[src/rtl/xcvr_pkg.sv]
package xcvr_pkg;
  typedef enum logic [1:0] {
    MODE_OFF = 2'd0,
    MODE_RX  = 2'd1,
    MODE_TX  = 2'd2
  } mode_e;
endpackage

[src/rtl/xcvr_mode_ctl.sv]
module xcvr_mode_ctl
  import xcvr_pkg::*;
#(
  parameter int unsigned DEAD_CYC = 4
) (
  input  logic clk_i,
  input  logic rst_ni,
  input  logic rx_req_i,
  input  logic tx_req_i,
  output logic rx_en_o,
  output logic tx_en_o
);
  localparam int unsigned CNT_W = $clog2(DEAD_CYC + 1);
  localparam logic [CNT_W-1:0] CNT_LOAD = CNT_W'(DEAD_CYC);
  localparam logic [CNT_W-1:0] CNT_LAST = CNT_W'(1);

  mode_e            req_mode, tgt_q, cur_q;
  logic [CNT_W-1:0] cnt_q;

  always_comb begin
    unique case ({tx_req_i, rx_req_i})
      2'b01:   req_mode = MODE_RX;
      2'b10:   req_mode = MODE_TX;
      default: req_mode = MODE_OFF; // both or neither
    endcase
  end

  always_ff @(posedge clk_i or negedge rst_ni) begin
    if (!rst_ni) begin
      tgt_q <= MODE_OFF;
      cur_q <= MODE_OFF;
      cnt_q <= '0;
    end else if (req_mode != tgt_q) begin
      // new request: drop drivers, restart blanking
      tgt_q <= req_mode;
      cur_q <= MODE_OFF;
      cnt_q <= CNT_LOAD;
    end else if (cnt_q != '0) begin
      cnt_q <= cnt_q - 1'b1;
      if (cnt_q == CNT_LAST) cur_q <= tgt_q;
    end
  end

  assign rx_en_o = (cur_q == MODE_RX);
  assign tx_en_o = (cur_q == MODE_TX);

  AST_CHANGE_BLANKS: assert property (@(posedge clk_i) disable iff (!rst_ni)
    (req_mode != tgt_q) |=> (!rx_en_o && !tx_en_o));
  AST_BOTH_REQ_OFF: assert property (@(posedge clk_i) disable iff (!rst_ni)
    (rx_req_i && tx_req_i) |=> (!rx_en_o && !tx_en_o));
  AST_RX_AFTER_GAP: assert property (@(posedge clk_i) disable iff (!rst_ni)
    $rose(rx_en_o) |-> $past(!tx_en_o));
  AST_TX_AFTER_GAP: assert property (@(posedge clk_i) disable iff (!rst_ni)
    $rose(tx_en_o) |-> $past(!rx_en_o));
  AST_EN_EXCL: assert property (@(posedge clk_i) disable iff (!rst_ni)
    $onehot0({rx_en_o, tx_en_o}));
endmodule

[src/rtl/xcvr_addr_cmp.sv]
module xcvr_addr_cmp #(
  parameter int unsigned JMP_N = 3
) (
  input  logic [JMP_N-1:0]   bus_bit_i,
  input  logic [2*JMP_N-1:0] jmp_i,
  input  logic               match_en_ni,
  output logic               match_pull_o
);
  logic [JMP_N-1:0] miss;

  for (genvar k = 0; k < JMP_N; k++) begin : g_bit
    // upper code bit set: don't-care
    assign miss[k] = !jmp_i[2*k+1] && (jmp_i[2*k] != bus_bit_i[k]);
  end

  assign match_pull_o = !match_en_ni && (|miss);
endmodule

[src/rtl/xcvr_datapath.sv]
module xcvr_datapath #(
  parameter int unsigned WIDTH = 4,
  parameter int unsigned JMP_N = 3
) (
  input  logic             rx_en_i,
  input  logic             tx_en_i,
  input  logic [WIDTH-1:0] bus_in_i,
  input  logic [WIDTH-1:0] per_in_i,
  input  logic [JMP_N-1:0] vec_i,
  output logic [WIDTH-1:0] bus_pull_o,
  output logic [WIDTH-1:0] per_out_o,
  output logic             per_oe_o
);
  localparam int unsigned LOW_N = WIDTH - JMP_N;

  logic [WIDTH-1:0] data_pull, vec_pull;

  assign per_out_o = rx_en_i ? ~bus_in_i : '0;
  assign per_oe_o  = rx_en_i;
  assign data_pull = tx_en_i ? per_in_i : '0;
  assign vec_pull  = {vec_i, {LOW_N{1'b0}}};
  assign bus_pull_o = data_pull | vec_pull; // wired-OR of pull-downs
endmodule

[src/rtl/bus_xcvr.sv]
module bus_xcvr
  import xcvr_pkg::*;
#(
  parameter int unsigned WIDTH    = 4,
  parameter int unsigned JMP_N    = 3,
  parameter int unsigned DEAD_CYC = 4
) (
  input  logic               clk_i,
  input  logic               rst_ni,
  input  logic               rx_req_i,
  input  logic               tx_req_i,
  input  logic [WIDTH-1:0]   bus_in_i,
  output logic [WIDTH-1:0]   bus_pull_o,
  input  logic [WIDTH-1:0]   per_in_i,
  output logic [WIDTH-1:0]   per_out_o,
  output logic               per_oe_o,
  input  logic [2*JMP_N-1:0] addr_jmp_i,
  input  logic               match_en_ni,
  output logic               match_pull_o,
  input  logic [JMP_N-1:0]   vec_jmp_i
);
  localparam int unsigned LOW_N = WIDTH - JMP_N;

  logic rx_en, tx_en;

  xcvr_mode_ctl #(.DEAD_CYC(DEAD_CYC)) u_mode (
    .clk_i    (clk_i),
    .rst_ni   (rst_ni),
    .rx_req_i (rx_req_i),
    .tx_req_i (tx_req_i),
    .rx_en_o  (rx_en),
    .tx_en_o  (tx_en)
  );

  xcvr_datapath #(.WIDTH(WIDTH), .JMP_N(JMP_N)) u_dp (
    .rx_en_i    (rx_en),
    .tx_en_i    (tx_en),
    .bus_in_i   (bus_in_i),
    .per_in_i   (per_in_i),
    .vec_i      (vec_jmp_i),
    .bus_pull_o (bus_pull_o),
    .per_out_o  (per_out_o),
    .per_oe_o   (per_oe_o)
  );

  xcvr_addr_cmp #(.JMP_N(JMP_N)) u_cmp (
    .bus_bit_i    (~bus_in_i[WIDTH-1:LOW_N]),
    .jmp_i        (addr_jmp_i),
    .match_en_ni  (match_en_ni),
    .match_pull_o (match_pull_o)
  );

  AST_VEC_ALWAYS: assert property (@(posedge clk_i) disable iff (!rst_ni)
    (vec_jmp_i & ~bus_pull_o[WIDTH-1:LOW_N]) == '0);
  AST_MATCH_GATED: assert property (@(posedge clk_i) disable iff (!rst_ni)
    match_en_ni |-> !match_pull_o);
  AST_PER_QUIET: assert property (@(posedge clk_i) disable iff (!rst_ni)
    !per_oe_o |-> (per_out_o == '0));
  AST_NO_LOW_PULL_RX: assert property (@(posedge clk_i) disable iff (!rst_ni)
    per_oe_o |-> (bus_pull_o[LOW_N-1:0] == '0));
endmodule

[config.mk]
export PLATFORM = sky130hd
export DESIGN_NAME = bus_xcvr
export DESIGN_NICKNAME = d
export VERILOG_FILES = /design/src/rtl/xcvr_pkg.sv /design/src/rtl/xcvr_mode_ctl.sv /design/src/rtl/xcvr_addr_cmp.sv /design/src/rtl/xcvr_datapath.sv /design/src/rtl/bus_xcvr.sv
export SDC_FILE = /design/constraint.sdc
export NUM_CORES = 1
export LEC_CHECK = 0
export BUFFER_PORTS_ARGS = -buffer_cell sky130_fd_sc_hd__buf_2
export CAP_MARGIN = 20
export CORE_MARGIN = 2
export CORE_UTILIZATION = 35
export CTS_CLUSTER_DIAMETER = 150
export CTS_CLUSTER_SIZE = 10
export DETAILED_ROUTE_END_ITERATION = 10
export MAX_ROUTING_LAYER = met4
export PLACE_DENSITY = 0.83
export SLEW_MARGIN = 25
export SYNTH_ARGS = -nofsm -noshare
export SYNTH_HDL_FRONTEND = slang
export SYNTH_SLANG_ARGS = --single-unit
[constraint.sdc]
create_clock -name clk_i -period 1.35 [get_ports clk_i]
set_clock_uncertainty 0.1 [all_clocks]
set_input_delay 0.135 -clock clk_i [delete_from_list [all_inputs] [get_ports clk_i]]
set_output_delay 0.135 -clock clk_i [all_outputs]
set_load 0.02 [all_outputs]
==> results of run 1 <==
[through the flow]
step | utilization | cells | total power, mW
2_1_floorplan | - | 49 | 0.415
5_1_grt | 0.634 | 107 | 0.862
3_3_place_gp | 0.519 | 97 | 0.499
3_5_place_dp | 0.519 | 97 | 0.511
6_report | 0.634 | 107 | 0.802
4_1_cts | 0.588 | 105 | 0.756
[worst max-delay path, stage by stage, from the launching register on]
cell and delay, ns:
dfrtp_1 0.38, inv_2 0.12, ha_4 0.14, nor3b_4 0.23, mux2i_1 0.25, nor2_1 0.07
[per-layer routing]
metal / vias to the layer above / wire length (µm) / part of all wire
met5: - / 0 / 0
met4: 0 / 15 / 0.013
met3: 2 / 129 / 0.11
met2: 27 / 623 / 0.54
met1: 215 / 393 / 0.34
li1: 253 / - / -
[where the power goes]
part / switching (mW) / internal [mW] / leakage [nW] / total [mW]
clock: 0.0703 / 0.112 / 0.0150 / 0.183
combinational: 0.156 / 0.197 / 0.323 / 0.352
sequential: 0.0281 / 0.238 / 0.0898 / 0.266
[logic make-up (layout without fill, tap and decap cells)]
group / Yosys count / after routing / share of synthesized area
AOI/OAI and AO/OA: 8 / 8 / 0.151
buffers and inverters: 3 / 46 / 0.0234
and+or+nand+nor: 21 / 21 / 0.252
DFF: 7 / 7 / 0.364
xor gates and xnor gates: 5 / 5 / 0.0909
muxes: 2 / 2 / 0.0416
adders and majority gates: 3 / 3 / 0.0779
[layout make-up]
type / count / share of cell area
multi-input combinational: 39 / 0.432
sequential: 7 / 0.212
inverter: 3 / 0.0137
timing repair buffer: 39 / 0.287
clock buffer: 4 / 0.0319
tap: 15 / 0.0228
[flip-flops by register name, indices dropped and copies added (netlist names)]
register and flops:
u_mode.cur_q 2, u_mode.cnt_q 3, u_mode.tgt_q 2
[synth_stat cells]
cell      count
ha_1          3
a21o_1        3
dfrtp_1       7
a211oi_4      1
nor2_1       10
o22a_1        1
and4bb_2      1
nand2b_1      3
xnor2_1       3
a211o_1       1
nor2b_1       3
xor2_1        2
and2b_1       1
mux2i_1       2
nor3b_1       1
and2_1        1
a21oi_1       1
and4bb_1      1
inv_1         3
a211oi_1      1
[how the worst max path moves through the flow]
stage | endpoint | slack, ns | cells past startpoint
finish | u_mode.cur_q[0] | -0.05 | 5
floorplan | u_mode.cur_q[0] | 0.01 | 5
detailed placement | u_mode.cur_q[0] | -0.1 | 5
global placement | u_mode.cur_q[0] | 0.004 | 5
global route | u_mode.cur_q[0] | -0.08 | 5
CTS | u_mode.cur_q[0] | -0.008 | 5
[repair_timing]
| action | in CTS | in global routing |
|---|---|---|
| pin swaps | 1 | 5 |
| setup endpoints to repair | 10 | 13 |
| buffers inserted | 3 | 2 |
| hold buffers | 1 | 0 |
| hold endpoints to repair | 7 | 0 |
| gates resized for setup | 8 | 14 |
==> reports/qor.csv, run 1 <==
metric,value,unit
run status,finished with violations,
failing checks,setup timing,
Worst Reg-to-Reg Cells,5,
core footprint,1300,µm²
"Cell Area, Synth",482,µm²
drt total wl,1160,µm
pwr dens,972,nW/µm²
first-pass GRT wire length,1430,µm
R2R Setup Slk,-0.05,ns
Tmin final,1.40,ns
global routing usage on met1,0.161,
RSZ-0062 raised after global routing,yes,
initial antenna violation count,0,
via count,497,
row cnt,13,
synthesized flop and latch total,7,
P&R area growth vs syn,71.2,%
fin crit share,1.03,
met3 usage in global routing,0.0489,
pin count of the biggest net entering global routing,8,
Synthesized Nets,74,
sequential fraction of the synthesis area,0.364,
Die Wd,41.1,µm
Top Usage Layer GRT,met2,
Post-DRT Antenna Nets,0,
hold depth,2,
clock sink count,7,
Initial Util,0.370,
endpoints failing hold,0,
Hold Crit Class,input pin to register,
fin area,825,µm²
largest cells by area after synthesis,"dfrtp_1 36%, ha_1 7.8%, nor2_1 7.8%, xnor2_1 5.5%, a21o_1 4.7%",
met2 usage,0.215,
Placer Congestion,0.736,
Worst IR Drop VDD,0.964,mV
CP required,1.38,ns
Final setup viols,3,
synthesis warning total,0,
Total GRT Usage,0.137,
Worst EP arrival,1.42,ns
footprint of the multi-input gates,357,µm²
Synth area leader,dfrtp_1,
PortBufs,31,
Static Leak,0.428,nW
pre-CTS worst setup slack,-0.0972,ns
crit end category,register,
1st-iter DRT viols,6,
num ports,32,
Worst Tran Pin Value,0.295,ns
Hold Path Origin,rx_req_i,
Slew HR,0.802,
worst-path fanout max,3,
Mean Syn Cell Area,9.83,µm²
Vias per Instance,4.64,
Syn Inst Count,49,
wire per inst,10.9,µm
vias in the first global route,362,
GRT Residual Overflow,0,
dpl cell area,676,µm²
highest clock rate,0.717,GHz
Synth top area share,0.364,
Post-DP HPWL,875,µm
Slew Limit Fails,0,
synth unique cells,20,
layout cells sized above 1,0.587,
final layout net count,118,
Worst-path clk slew,0.05,ns
setup ws final,-0.0454,ns
Setup CP Type,register to register,
worst hold slack,0.0119,ns
clk_lat worst skew,0.25,ns
H-tree depth,1,
hold worst-path end,u_mode.tgt_q[1],
clk root buf,clkbuf_4,
Fill cells,116,
Critical R2R Launch,u_mode.cnt_q[1],
antenna cells,0,
Num CTS Buffers,3,
Worst setup SP type,register,
Pre-antenna DRT Iters,2,
chip height,41.1,µm
worst flop-to-flop path endpoint,u_mode.cur_q[0],
"most common cell after layout, fill and taps aside",buf_2,
flip-flop and latch area,175,µm²
most frequent cells in the layout,"25 x buf_2, 12 x buf_4, 7 x nor2_1, 7 x dfrtp_1",
die area,1690,µm²
Worst Setup SP,u_mode.cnt_q[1],
setup tns final,-0.0633,ns
Residual DRC,0,
Max-Cap Viols,0,
CTS tree,done,
Max clock buf depth,2,
(Power assumes the default switching activity.)
==> run 2, diff against run 1 <==
- CORE_AREA: default -> 2 2 39 41
- CORE_MARGIN: 2 -> default
- CORE_UTILIZATION: 35 -> default
- DIE_AREA: default -> 0 0 41 43
- PLACE_DENSITY: 0.83 -> 0.82
- clock period: 1.35 -> 1.5 ns (I/O delays scaled with it)
==> run 2 against run 1 <==
The flow now finishes without violations. Clock power is 5% lower. Combinational power is 38% lower. Die area grew 4.4%. Design area fell by 13%. Critical path type unchanged. Highest routed layer unchanged.
==> reports/qor.csv, run 2 (same netlist as run 1, synthesis figures left out) <==
metric,value,unit,change
Static Leak,0.395,nW,was 0.428 nW
PortBufs,31,,unchanged
Placer Congestion,0.657,,was 0.736
dpl cell area,664,µm²,was 676 µm²
RSZ-0062 raised after global routing,no,,was yes
die area,1760,µm²,was 1690 µm²
initial antenna violation count,0,,unchanged
Worst setup SP type,register,,unchanged
worst-path fanout max,3,,unchanged
Setup CP Type,register to register,,unchanged
Max-Cap Viols,0,,unchanged
Worst IR Drop VDD,0.537,mV,was 0.964 mV
Clock power frac,0.276,,was 0.228
layout cells sized above 1,0.460,,was 0.587
final layout net count,113,,was 118
Initial Util,0.348,,was 0.370
CTS tree,done,,unchanged
Reg with most FFs,u_mode.cnt_q,,unchanged
Slew Limit Fails,0,,unchanged
Worst Tran Pin Value,0.289,ns,was 0.295 ns
fin area,716,µm²,was 825 µm²
num ports,32,,unchanged
Seq pwr share,0.376,,was 0.332
worst hold slack,0.00387,ns,was 0.0119 ns
Worst EP arrival,1.43,ns,was 1.42 ns
setup tns final,0,ns,was -0.0633 ns
Pre-antenna DRT Iters,4,,was 2
highest clock rate,0.713,GHz,was 0.717 GHz
most frequent cells in the layout,"31 x buf_2, 10 x nor2_1, 7 x dfrtp_1",,"was 25 x buf_2, 12 x buf_4, 7 x nor2_1, 7 x dfrtp_1"
run status,completed,,was finished with violations
Die Wd,41,µm,was 41.1 µm
max reg flops,3,,unchanged
H-tree depth,1,,unchanged
row cnt,14,,was 13
pin count of the biggest net entering global routing,8,,unchanged
"most common cell after layout, fill and taps aside",buf_2,,unchanged
Pint,0.428,mW,was 0.548 mW
Fill cells,132,,was 116
drt total wl,1050,µm,was 1160 µm
"Core Util, Final",0.517,,was 0.634
Final Total Pwr,0.627,mW,was 0.802 mW
clk_lat worst skew,0.25,ns,about the same
Logic pwr share,0.348,,was 0.440
clock sink count,7,,unchanged
Post-DP HPWL,851,µm,was 875 µm
P&R area growth vs syn,48.6,%,was 71.2%
core footprint,1380,µm²,was 1300 µm²
vias in the first global route,415,,was 362
via count,483,,was 497
crit end category,register,,unchanged
Tmin final,1.40,ns,about the same
pwr dens,876,nW/µm²,was 972 nW/µm²
switching share of power,0.317,,about the same
first-pass GRT wire length,1480,µm,was 1430 µm
P_sw,0.199,mW,was 0.254 mW
chip height,43,µm,was 41.1 µm
clk root buf,clkbuf_4,,unchanged
Final setup viols,0,,was 3
Residual DRC,0,,unchanged
Slew HR,0.807,,was 0.802
Post-DRT Antenna Nets,0,,unchanged
pre-CTS worst setup slack,0.0532,ns,was -0.0972 ns
setup ws final,0.0974,ns,was -0.0454 ns
GRT Residual Overflow,0,,unchanged
Num CTS Buffers,3,,unchanged
Worst-path clk slew,0.06,ns,was 0.05 ns
biggest regs,"u_mode.cnt_q x3, u_mode.cur_q x2, u_mode.tgt_q x2",,unchanged
1st-iter DRT viols,6,,unchanged
endpoints failing hold,0,,unchanged
Post-Layout Cell Count,103,,was 107
wire per inst,10.2,µm,was 10.9 µm
Hold Crit Class,input pin to register,,unchanged
Total GRT Usage,0.129,,was 0.137
fin crit share,0.935,,was 1.03
Max clock buf depth,2,,unchanged
Vias per Instance,4.69,,was 4.64
antenna cells,0,,unchanged
CP required,1.53,ns,was 1.38 ns
Placed Instances,97,,unchanged
run 2: cell count changes in the layout (fill, tap and decap cells not counted), sizes merged:
| cell | change |
|---|---|
| buf | -5 |
run 2: final timing paths:
path	startpoint	end	slack, ns	cells past startpoint
min in group asynchronous	rst_ni	u_mode.tgt_q[1]	0.15	2
min reg2reg	u_mode.cur_q[1]	u_mode.cur_q[1]	0.44	2
max reg2reg	u_mode.cnt_q[0]	u_mode.cur_q[0]	0.1	6
min	rx_req_i	u_mode.tgt_q[1]	0.004	2
max in group asynchronous	rst_ni	u_mode.cnt_q[2]	0.98	2
max	u_mode.cnt_q[0]	u_mode.cur_q[0]	0.1	6
run 2: cell type report:
| type | count | area, µm² | area share |
|---|---|---|---|
| flip-flops and latches | 7 | 175 | 0.245 |
| multi-input cells | 39 | 303 | 0.423 |
| repair buffers | 34 | 180 | 0.252 |
| inverters | 3 | 11.3 | 0.0157 |
| clock buffers | 4 | 26.3 | 0.0367 |
| well taps | 16 | 20.0 | 0.0280 |
run 2: power by group through the flow:
stage	Clock, mW	Combinational [mW]	Sequential (mW)
detailed placement	0	0.202	0.238
floorplan	0	0.136	0.233
global route	0.184	0.247	0.240
finish	0.173	0.218	0.236
CTS	0.181	0.206	0.235
global placement	0	0.191	0.235
run 2: critical path: stages, from the launching register on:
cell	delay, ns
dfrtp_1	0.37
inv_1	0.07
ha_1	0.23
nor3b_2	0.16
buf_4	0.14
mux2i_1	0.17
nor2_1	0.06
run 2: routing by layer:
metal	vias to the layer above	GRT usage	wire length [µm]
met1	217	0.130	413
met5	-	-	0
li1	241	-	-
met2	23	0.209	523
met3	2	0.0157	95
met4	0	0.100	19
run 2: repair_timing:
action / CTS / global route
setup buffers: 0 / 1
hold endpoints to repair: 7 / 0
setup endpoints to repair: 0 / 6
resized for setup: 0 / 2
hold buffers: 1 / 0
